## config.mk

```make
export PLATFORM = sky130hd
export DESIGN_NAME = sysclk_sel_ctrl
export DESIGN_NICKNAME = d
export VERILOG_FILES = /design/src/rtl/sysclk_sel_pkg.sv /design/src/rtl/sysclk_sel_sync.sv /design/src/rtl/sysclk_sel_busdec.sv /design/src/rtl/sysclk_sel_core.sv /design/src/rtl/sysclk_sel_ctrl.sv
export SDC_FILE = /design/constraint.sdc
export NUM_CORES = 1
export LEC_CHECK = 0
export ABC_AREA = 0
export BUFFER_PORTS_ARGS = -buffer_cell sky130_fd_sc_hd__buf_2
export CELL_PAD_IN_SITES_DETAIL_PLACEMENT = 1
export CELL_PAD_IN_SITES_GLOBAL_PLACEMENT = 2
export CORE_ASPECT_RATIO = 1.4
export CORE_MARGIN = 1.5
export CORE_UTILIZATION = 24
export CTS_CLUSTER_DIAMETER = 100
export DETAILED_ROUTE_END_ITERATION = 8
export PLACE_DENSITY_LB_ADDON = 0.3
export SYNTH_ARGS = -nofsm -noshare
export SYNTH_HDL_FRONTEND = slang
export SYNTH_SLANG_ARGS = --single-unit
```

## constraint.sdc

```tcl
create_clock -name clk -period 1.65 [get_ports clk]
set_input_delay 0.165 -clock clk [delete_from_list [all_inputs] [get_ports clk]]
set_output_delay 0.165 -clock clk [all_outputs]
set_load 0.01 [all_outputs]
```

## src/rtl/sysclk_sel_pkg.sv

```systemverilog
package sysclk_sel_pkg;

  typedef enum logic [1:0] {
    SRC_RC   = 2'b00,
    SRC_XOSC = 2'b01,
    SRC_PLL  = 2'b10,
    SRC_RSVD = 2'b11
  } srcSel_e;

  localparam int N_SRC    = 3;
  localparam int IDX_RC   = 0;
  localparam int IDX_XOSC = 1;
  localparam int IDX_PLL  = 2;

  localparam int ADDR_CTRL = 0;
  localparam int ADDR_CFG  = 1;
  localparam int ADDR_STAT = 2;

  // control-word bit positions
  localparam int CB_XOSC = 0;
  localparam int CB_PLL  = 1;
  localparam int CB_GRD  = 2;
  localparam int CB_CLR  = 3;

  // configuration-word bit positions
  localparam int FB_REF = 4;
  localparam int FB_MUL = 8;

  // status-word bit positions
  localparam int SB_RDY  = 4;
  localparam int SB_FLAG = 8;

  typedef struct packed {
    logic wrCtrl;
    logic wrCfg;
  } busStrobe_t;

endpackage

```

## src/rtl/sysclk_sel_sync.sv

```systemverilog
module sysclk_sel_sync #(
  parameter int WIDTH  = 3,
  parameter int STAGES = 2
) (
  input  logic             clk,
  input  logic             rstN,
  input  logic [WIDTH-1:0] din,
  output logic [WIDTH-1:0] dout
);

  for (genvar b = 0; b < WIDTH; b++) begin : g_bit
    logic [STAGES-1:0] chain;
    always_ff @(posedge clk or negedge rstN) begin
      if (!rstN) chain <= '0;
      else if (STAGES == 1) chain <= din[b];
      else chain <= {chain[STAGES-2:0], din[b]};
    end
    assign dout[b] = chain[STAGES-1];
  end

endmodule

```

## src/rtl/sysclk_sel_busdec.sv

```systemverilog
module sysclk_sel_busdec
  import sysclk_sel_pkg::*;
#(
  parameter int ADDR_W = 2,
  parameter int DATA_W = 16
) (
  input  logic              busWr,
  input  logic [ADDR_W-1:0] busAddr,
  input  logic [DATA_W-1:0] ctrlWord,
  input  logic [DATA_W-1:0] cfgWord,
  input  logic [DATA_W-1:0] statWord,
  output busStrobe_t        strobe,
  output logic [DATA_W-1:0] busRdata
);

  always_comb begin
    strobe.wrCtrl = busWr && (busAddr == ADDR_W'(ADDR_CTRL));
    strobe.wrCfg  = busWr && (busAddr == ADDR_W'(ADDR_CFG));
  end

  always_comb begin
    case (busAddr)
      ADDR_W'(ADDR_CTRL): busRdata = ctrlWord;
      ADDR_W'(ADDR_CFG):  busRdata = cfgWord;
      ADDR_W'(ADDR_STAT): busRdata = statWord;
      default:            busRdata = '0;
    endcase
  end

endmodule

```

## src/rtl/sysclk_sel_core.sv

```systemverilog
module sysclk_sel_core
  import sysclk_sel_pkg::*;
#(
  parameter int DATA_W = 16,
  parameter int MUL_W  = 4
) (
  input  logic              clk,
  input  logic              rstN,
  input  busStrobe_t        strobe,
  input  logic [DATA_W-1:0] busWdata,
  input  logic [N_SRC-1:0]  readySync,
  input  logic              xoscFail,
  output srcSel_e           actSel,
  output logic              xoscEn,
  output logic              pllEn,
  output logic              pllRef,
  output logic [MUL_W-1:0]  pllMul,
  output logic              guardFlag,
  output logic [DATA_W-1:0] ctrlWord,
  output logic [DATA_W-1:0] cfgWord,
  output logic [DATA_W-1:0] statWord
);

  srcSel_e          reqSel, reqNxt, target, actNxt;
  logic             guardEn;
  logic             xoscEnNxt, pllEnNxt, guardNxt, flagNxt, refNxt;
  logic [MUL_W-1:0] mulNxt;
  logic             xoscInUse, failEvt;
  logic [N_SRC-1:0] srcOk;
  logic             unusedBits;

  assign unusedBits = ^busWdata;

  always_comb begin
    xoscInUse = (actSel == SRC_XOSC) || ((actSel == SRC_PLL) && pllRef);
    failEvt   = guardEn && xoscEn && xoscFail;

    xoscEnNxt = xoscEn;
    pllEnNxt  = pllEn;
    guardNxt  = guardEn;
    flagNxt   = guardFlag;
    reqNxt    = reqSel;
    refNxt    = pllRef;
    mulNxt    = pllMul;

    if (strobe.wrCtrl) begin
      if (busWdata[CB_XOSC] || !xoscInUse) xoscEnNxt = busWdata[CB_XOSC];
      if (busWdata[CB_PLL] || (actSel != SRC_PLL)) pllEnNxt = busWdata[CB_PLL];
      guardNxt = busWdata[CB_GRD];
      if (busWdata[CB_CLR]) flagNxt = 1'b0;
    end

    if (strobe.wrCfg) begin
      reqNxt = srcSel_e'(busWdata[1:0]);
      if (!pllEn) begin
        refNxt = busWdata[FB_REF];
        mulNxt = busWdata[FB_MUL +: MUL_W];
      end
    end

    // failure fallback overrides any software change in the same cycle
    if (failEvt) begin
      xoscEnNxt = 1'b0;
      flagNxt   = 1'b1;
      reqNxt    = SRC_RC;
    end

    target = (reqNxt == SRC_RSVD) ? SRC_RC : reqNxt;

    srcOk[IDX_RC]   = readySync[IDX_RC];
    srcOk[IDX_XOSC] = xoscEnNxt && readySync[IDX_XOSC];
    srcOk[IDX_PLL]  = pllEnNxt && readySync[IDX_PLL] && (!refNxt || xoscEnNxt);

    actNxt = actSel;
    if (failEvt && xoscInUse) begin
      actNxt = SRC_RC;
    end else if (target != actSel) begin
      case (target)
        SRC_XOSC: if (srcOk[IDX_XOSC]) actNxt = SRC_XOSC;
        SRC_PLL:  if (srcOk[IDX_PLL])  actNxt = SRC_PLL;
        default:  if (srcOk[IDX_RC])   actNxt = SRC_RC;
      endcase
    end
  end

  always_ff @(posedge clk or negedge rstN) begin
    if (!rstN) begin
      actSel    <= SRC_RC;
      reqSel    <= SRC_RC;
      xoscEn    <= 1'b0;
      pllEn     <= 1'b0;
      guardEn   <= 1'b0;
      guardFlag <= 1'b0;
      pllRef    <= 1'b0;
      pllMul    <= '0;
    end else begin
      actSel    <= actNxt;
      reqSel    <= reqNxt;
      xoscEn    <= xoscEnNxt;
      pllEn     <= pllEnNxt;
      guardEn   <= guardNxt;
      guardFlag <= flagNxt;
      pllRef    <= refNxt;
      pllMul    <= mulNxt;
    end
  end

  always_comb begin
    ctrlWord          = '0;
    ctrlWord[CB_XOSC] = xoscEn;
    ctrlWord[CB_PLL]  = pllEn;
    ctrlWord[CB_GRD]  = guardEn;

    cfgWord                 = '0;
    cfgWord[1:0]            = reqSel;
    cfgWord[FB_REF]         = pllRef;
    cfgWord[FB_MUL +: MUL_W] = pllMul;

    statWord                   = '0;
    statWord[1:0]              = actSel;
    statWord[SB_RDY +: N_SRC]  = readySync;
    statWord[SB_FLAG]          = guardFlag;
  end

endmodule

```

## src/rtl/sysclk_sel_ctrl.sv

```systemverilog
module sysclk_sel_ctrl
  import sysclk_sel_pkg::*;
#(
  parameter int ADDR_W      = 2,
  parameter int DATA_W      = 16,
  parameter int MUL_W       = 4,
  parameter int SYNC_STAGES = 2
) (
  input  logic              clk,
  input  logic              rstN,
  input  logic              busWr,
  input  logic [ADDR_W-1:0] busAddr,
  input  logic [DATA_W-1:0] busWdata,
  output logic [DATA_W-1:0] busRdata,
  input  logic              rcReady,
  input  logic              xoscReady,
  input  logic              pllReady,
  input  logic              xoscFail,
  output logic              selRc,
  output logic              selXosc,
  output logic              selPll,
  output logic              xoscEnOut,
  output logic              pllEnOut,
  output logic              pllRefOut,
  output logic [MUL_W-1:0]  pllMulOut,
  output logic              guardIrq
);

  busStrobe_t        strobe;
  logic [N_SRC-1:0]  readyRaw, readySync;
  logic [DATA_W-1:0] ctrlWord, cfgWord, statWord;
  srcSel_e           actSel;

  assign readyRaw[IDX_RC]   = rcReady;
  assign readyRaw[IDX_XOSC] = xoscReady;
  assign readyRaw[IDX_PLL]  = pllReady;

  sysclk_sel_sync #(.WIDTH(N_SRC), .STAGES(SYNC_STAGES)) sync_i (
    .clk(clk), .rstN(rstN), .din(readyRaw), .dout(readySync)
  );

  sysclk_sel_busdec #(.ADDR_W(ADDR_W), .DATA_W(DATA_W)) dec_i (
    .busWr(busWr), .busAddr(busAddr), .ctrlWord(ctrlWord), .cfgWord(cfgWord),
    .statWord(statWord), .strobe(strobe), .busRdata(busRdata)
  );

  sysclk_sel_core #(.DATA_W(DATA_W), .MUL_W(MUL_W)) core_i (
    .clk(clk), .rstN(rstN), .strobe(strobe), .busWdata(busWdata),
    .readySync(readySync), .xoscFail(xoscFail), .actSel(actSel),
    .xoscEn(xoscEnOut), .pllEn(pllEnOut), .pllRef(pllRefOut), .pllMul(pllMulOut),
    .guardFlag(guardIrq), .ctrlWord(ctrlWord), .cfgWord(cfgWord), .statWord(statWord)
  );

  assign selRc   = (actSel == SRC_RC);
  assign selXosc = (actSel == SRC_XOSC);
  assign selPll  = (actSel == SRC_PLL);

endmodule

```

==> run metrics <==
outcome=finished, violations left; failing checks=setup timing; unrepaired setup endpoints after global routing=true; Hold WC Path Type=in2reg; endpoints failing setup=2; gpl congestion=0.7685; Routed Antenna Nets=0; clk root buf=clkbuf_8; leakage power=0.8298 nW; Sequential Power Share=0.330; Final HPWL DP=2494 um; Final #Nets=193; CP dominant cell by count=o211ai_1; Final Core Density=0.3754; Slew Limit Fails=0; CP max FO=3; CTS Buf Count=3; Worst-path clk slew=0.07 ns; Worst R2R Start=core_i.actSel[1]; GRT Residual Overflow=0; Final Critical Period=1.846 ns; largest net degree at the start of global routing=20; worst-skew pair later-pin latency=0.26 ns; Int Power=1.363 mW; # fillers=493; synthesized instance count=99; Layout Cells excl Fill=227; Clock power frac=0.155; initial antenna violation count=0; Total Power=2.122 mW; die area=4873 sq um; Seq/Total Area, Yosys=0.4444; # diodes=0; number of buffers and inverters on the critical path=1; Post-synth EDFFs=0; share of the synthesized area in the top cell type=0.4444; Critical Path Sink Type=flip-flop; critical path's top delay family=compound AO/OA/AOI/OAI gates; wirelength, routed=3073 um; Worst Setup Start Kind=flip-flop; Critical Path RT=1.79 ns; CP Depth=7; Setup crit end=core_i.actSel[0]; fmax=541.7 MHz; Setup WS post-layout=-0.1960 ns; commonest non-fill, non-tap cell in the layout=buf_2; crit path launch=core_i.actSel[1]; r2r setup slk=-0.20 ns; IR drop worst, VDD=0.5378 mV; Tot GR Track Use=0.1351; DIE HEIGHT=82.00 um; Setup TNS=-0.2062 ns; Worst path slowest cell=dfrtp_2; Clock Path Buffers=2; largest area contributor in the netlist=dfrtp_1; Setup CP Type=reg2reg; # H-tree levels=1; DRC viols=0; Tcrit/Tclk final=1.119; most frequent cells in the layout=38 x buf_2, 31 x buf_4, 18 x dfrtp_1; wire per inst=13.54 um; Synth Flop Type=dfrtp_1; I/O pin total=52; Clock Sink Count=19; CTS tree=done; maxcap violations=0; count of different cell masters after synthesis=39; worst r2r path cells=7; vias in the first global route=1,033; Net Sw Frac=0.3578; Worst path max stage delay=0.45 ns; Initial Utilization=0.2524; Yosys reg bits=19; Comb power frac=0.515; DR pass1 iterations=3; DRT iter0 DRCs=23; Yosys Warn Count=0; placed insts=218; CP arrival=1.98 ns; CP Cell Sequence=nand2b_4, inv_4, a21o_1, o211ai_1, a21oi_2, o211ai_1, mux2_1; PD cells=1334 nW/um^2; share of cells above drive strength 1=0.5449; Sw Pwr=759.3 uW; vias per cell=4.264; syn_area_per_cell=10.81 sq um; FF-to-FF End=core_i.actSel[0]; Post-synth ARST share=1.000; via count=968; Worst Skew=0.003217 ns; Hold Vio Cnt, Final=0; Syn Std Cell Area=1070 sq um; synth top area cells=dfrtp_1 44%, buf_4 7.0%, mux2_2 5.3%; PortBufs=38; global-route wire length before repair=4885 um; Placement Rows=28; P&R area growth vs syn=48.77%; core area=4239 sq um; Die X=59.43 um
final cells by class:
type | instances | area [sq um] | area share
inverter | 3 | 13.76 | 0.008648
timing repair buffer | 70 | 432.9 | 0.2720
multi-input combinational | 71 | 548.0 | 0.3443
clock buffer | 4 | 45.04 | 0.02830
tap | 60 | 75.07 | 0.04717
sequential | 19 | 476.7 | 0.2995
per-layer routing:
metal	track usage	part of all wire	wire length, um	vias to the layer above
met4	0.06591	0.025	78	0
met3	0.01890	0.034	106	6
met5	0	0	0	-
met1	0.1531	0.40	1221	463
met2	0.2418	0.54	1667	28
li1	-	-	-	471
sequential cells by signal, indices dropped and copies added, names as in the netlist:
register            flops
core_i.actSel           2
core_i.guardFlag        1
core_i.xoscEn           1
core_i.reqSel           2
core_i.pllRef           1
core_i.guardEn          1
core_i.pllMul           4
core_i.pllEn            1
sync_i.g_bit.chain      6
worst reg2reg max path, cell delays in order (launching register included):
cell	delay (ns)
dfrtp_2	0.45
nand2b_4	0.10
inv_4	0.03
a21o_1	0.17
o211ai_1	0.30
a21oi_2	0.13
o211ai_1	0.20
mux2_1	0.34
power groups by stage:
stage          Sequential (mW)  Clock [mW]  Combinational [mW]
2_1_floorplan            0.713           0               0.534
3_3_place_gp             0.700           0                1.00
3_5_place_dp             0.708           0                1.03
4_1_cts                  0.705       0.341                1.07
5_1_grt                  0.722       0.357                1.18
6_report                 0.701       0.329                1.09
per-stage QoR:
step	cell area (sq um)	hold slack, ns	setup slack (ns)
finish	1592	0.007737	-0.1960
global route	1592	0.002553	-0.2228
CTS	1577	0.001938	-0.1871
detailed placement	1494	0.1374	-0.2062
global placement	1494	0.1333	-0.1514
floorplan	1112	-0.1306	-0.07477
cells in the mapped netlist, types with 2 or more instances:
cell type   n
a31oi_1     2
nor2_1      3
a21oi_1     2
buf_4      10
and2_1      5
nand2_1     7
o21ai_0     4
a21o_1      2
nor2b_1     2
inv_1       3
a22o_1      2
mux2i_1     4
mux2_1      2
mux2_2      5
o211ai_1    3
nor3b_1     2
dfrtp_1    19
kinds of logic (layout without fill, tap and decap cells):
logic type | count (synthesis) | after routing | synth area share
compound gates | 20 | 20 | 0.1357
xor+xnor | 2 | 2 | 0.01638
buf+inv | 14 | 77 | 0.09122
flops | 19 | 19 | 0.4444
mux | 11 | 11 | 0.1111
other cells | 1 | 6 | 0.003505
simple gates | 32 | 32 | 0.1977
how the worst min path moves through the flow:
| stage | startpoint | to | slack [ns] | depth (start not counted) |
|---|---|---|---|---|
| final | pllReady | sync_i.g_bit[2].chain[0] | 0.008 | 1 |
| after global routing | pllReady | sync_i.g_bit[2].chain[0] | 0.003 | 1 |
| after CTS | pllReady | sync_i.g_bit[2].chain[0] | 0.002 | 1 |
| after detailed placement | rstN | core_i.reqSel[0] | 0.14 | 1 |
| after global placement | rstN | core_i.guardEn | 0.13 | 1 |
| after floorplan | rstN | core_i.actSel[0] | -0.13 | 0 |
timing repair:
action,4_1_cts,5_1_grt
buffers inserted,2,2
setup endpoints to repair,2,2
gates cloned,0,0
hold endpoints to repair,19,0
resized for setup,3,1
pin swaps,3,2
hold buffers,1,0
Note: power is estimated with default switching activity, not from simulation.
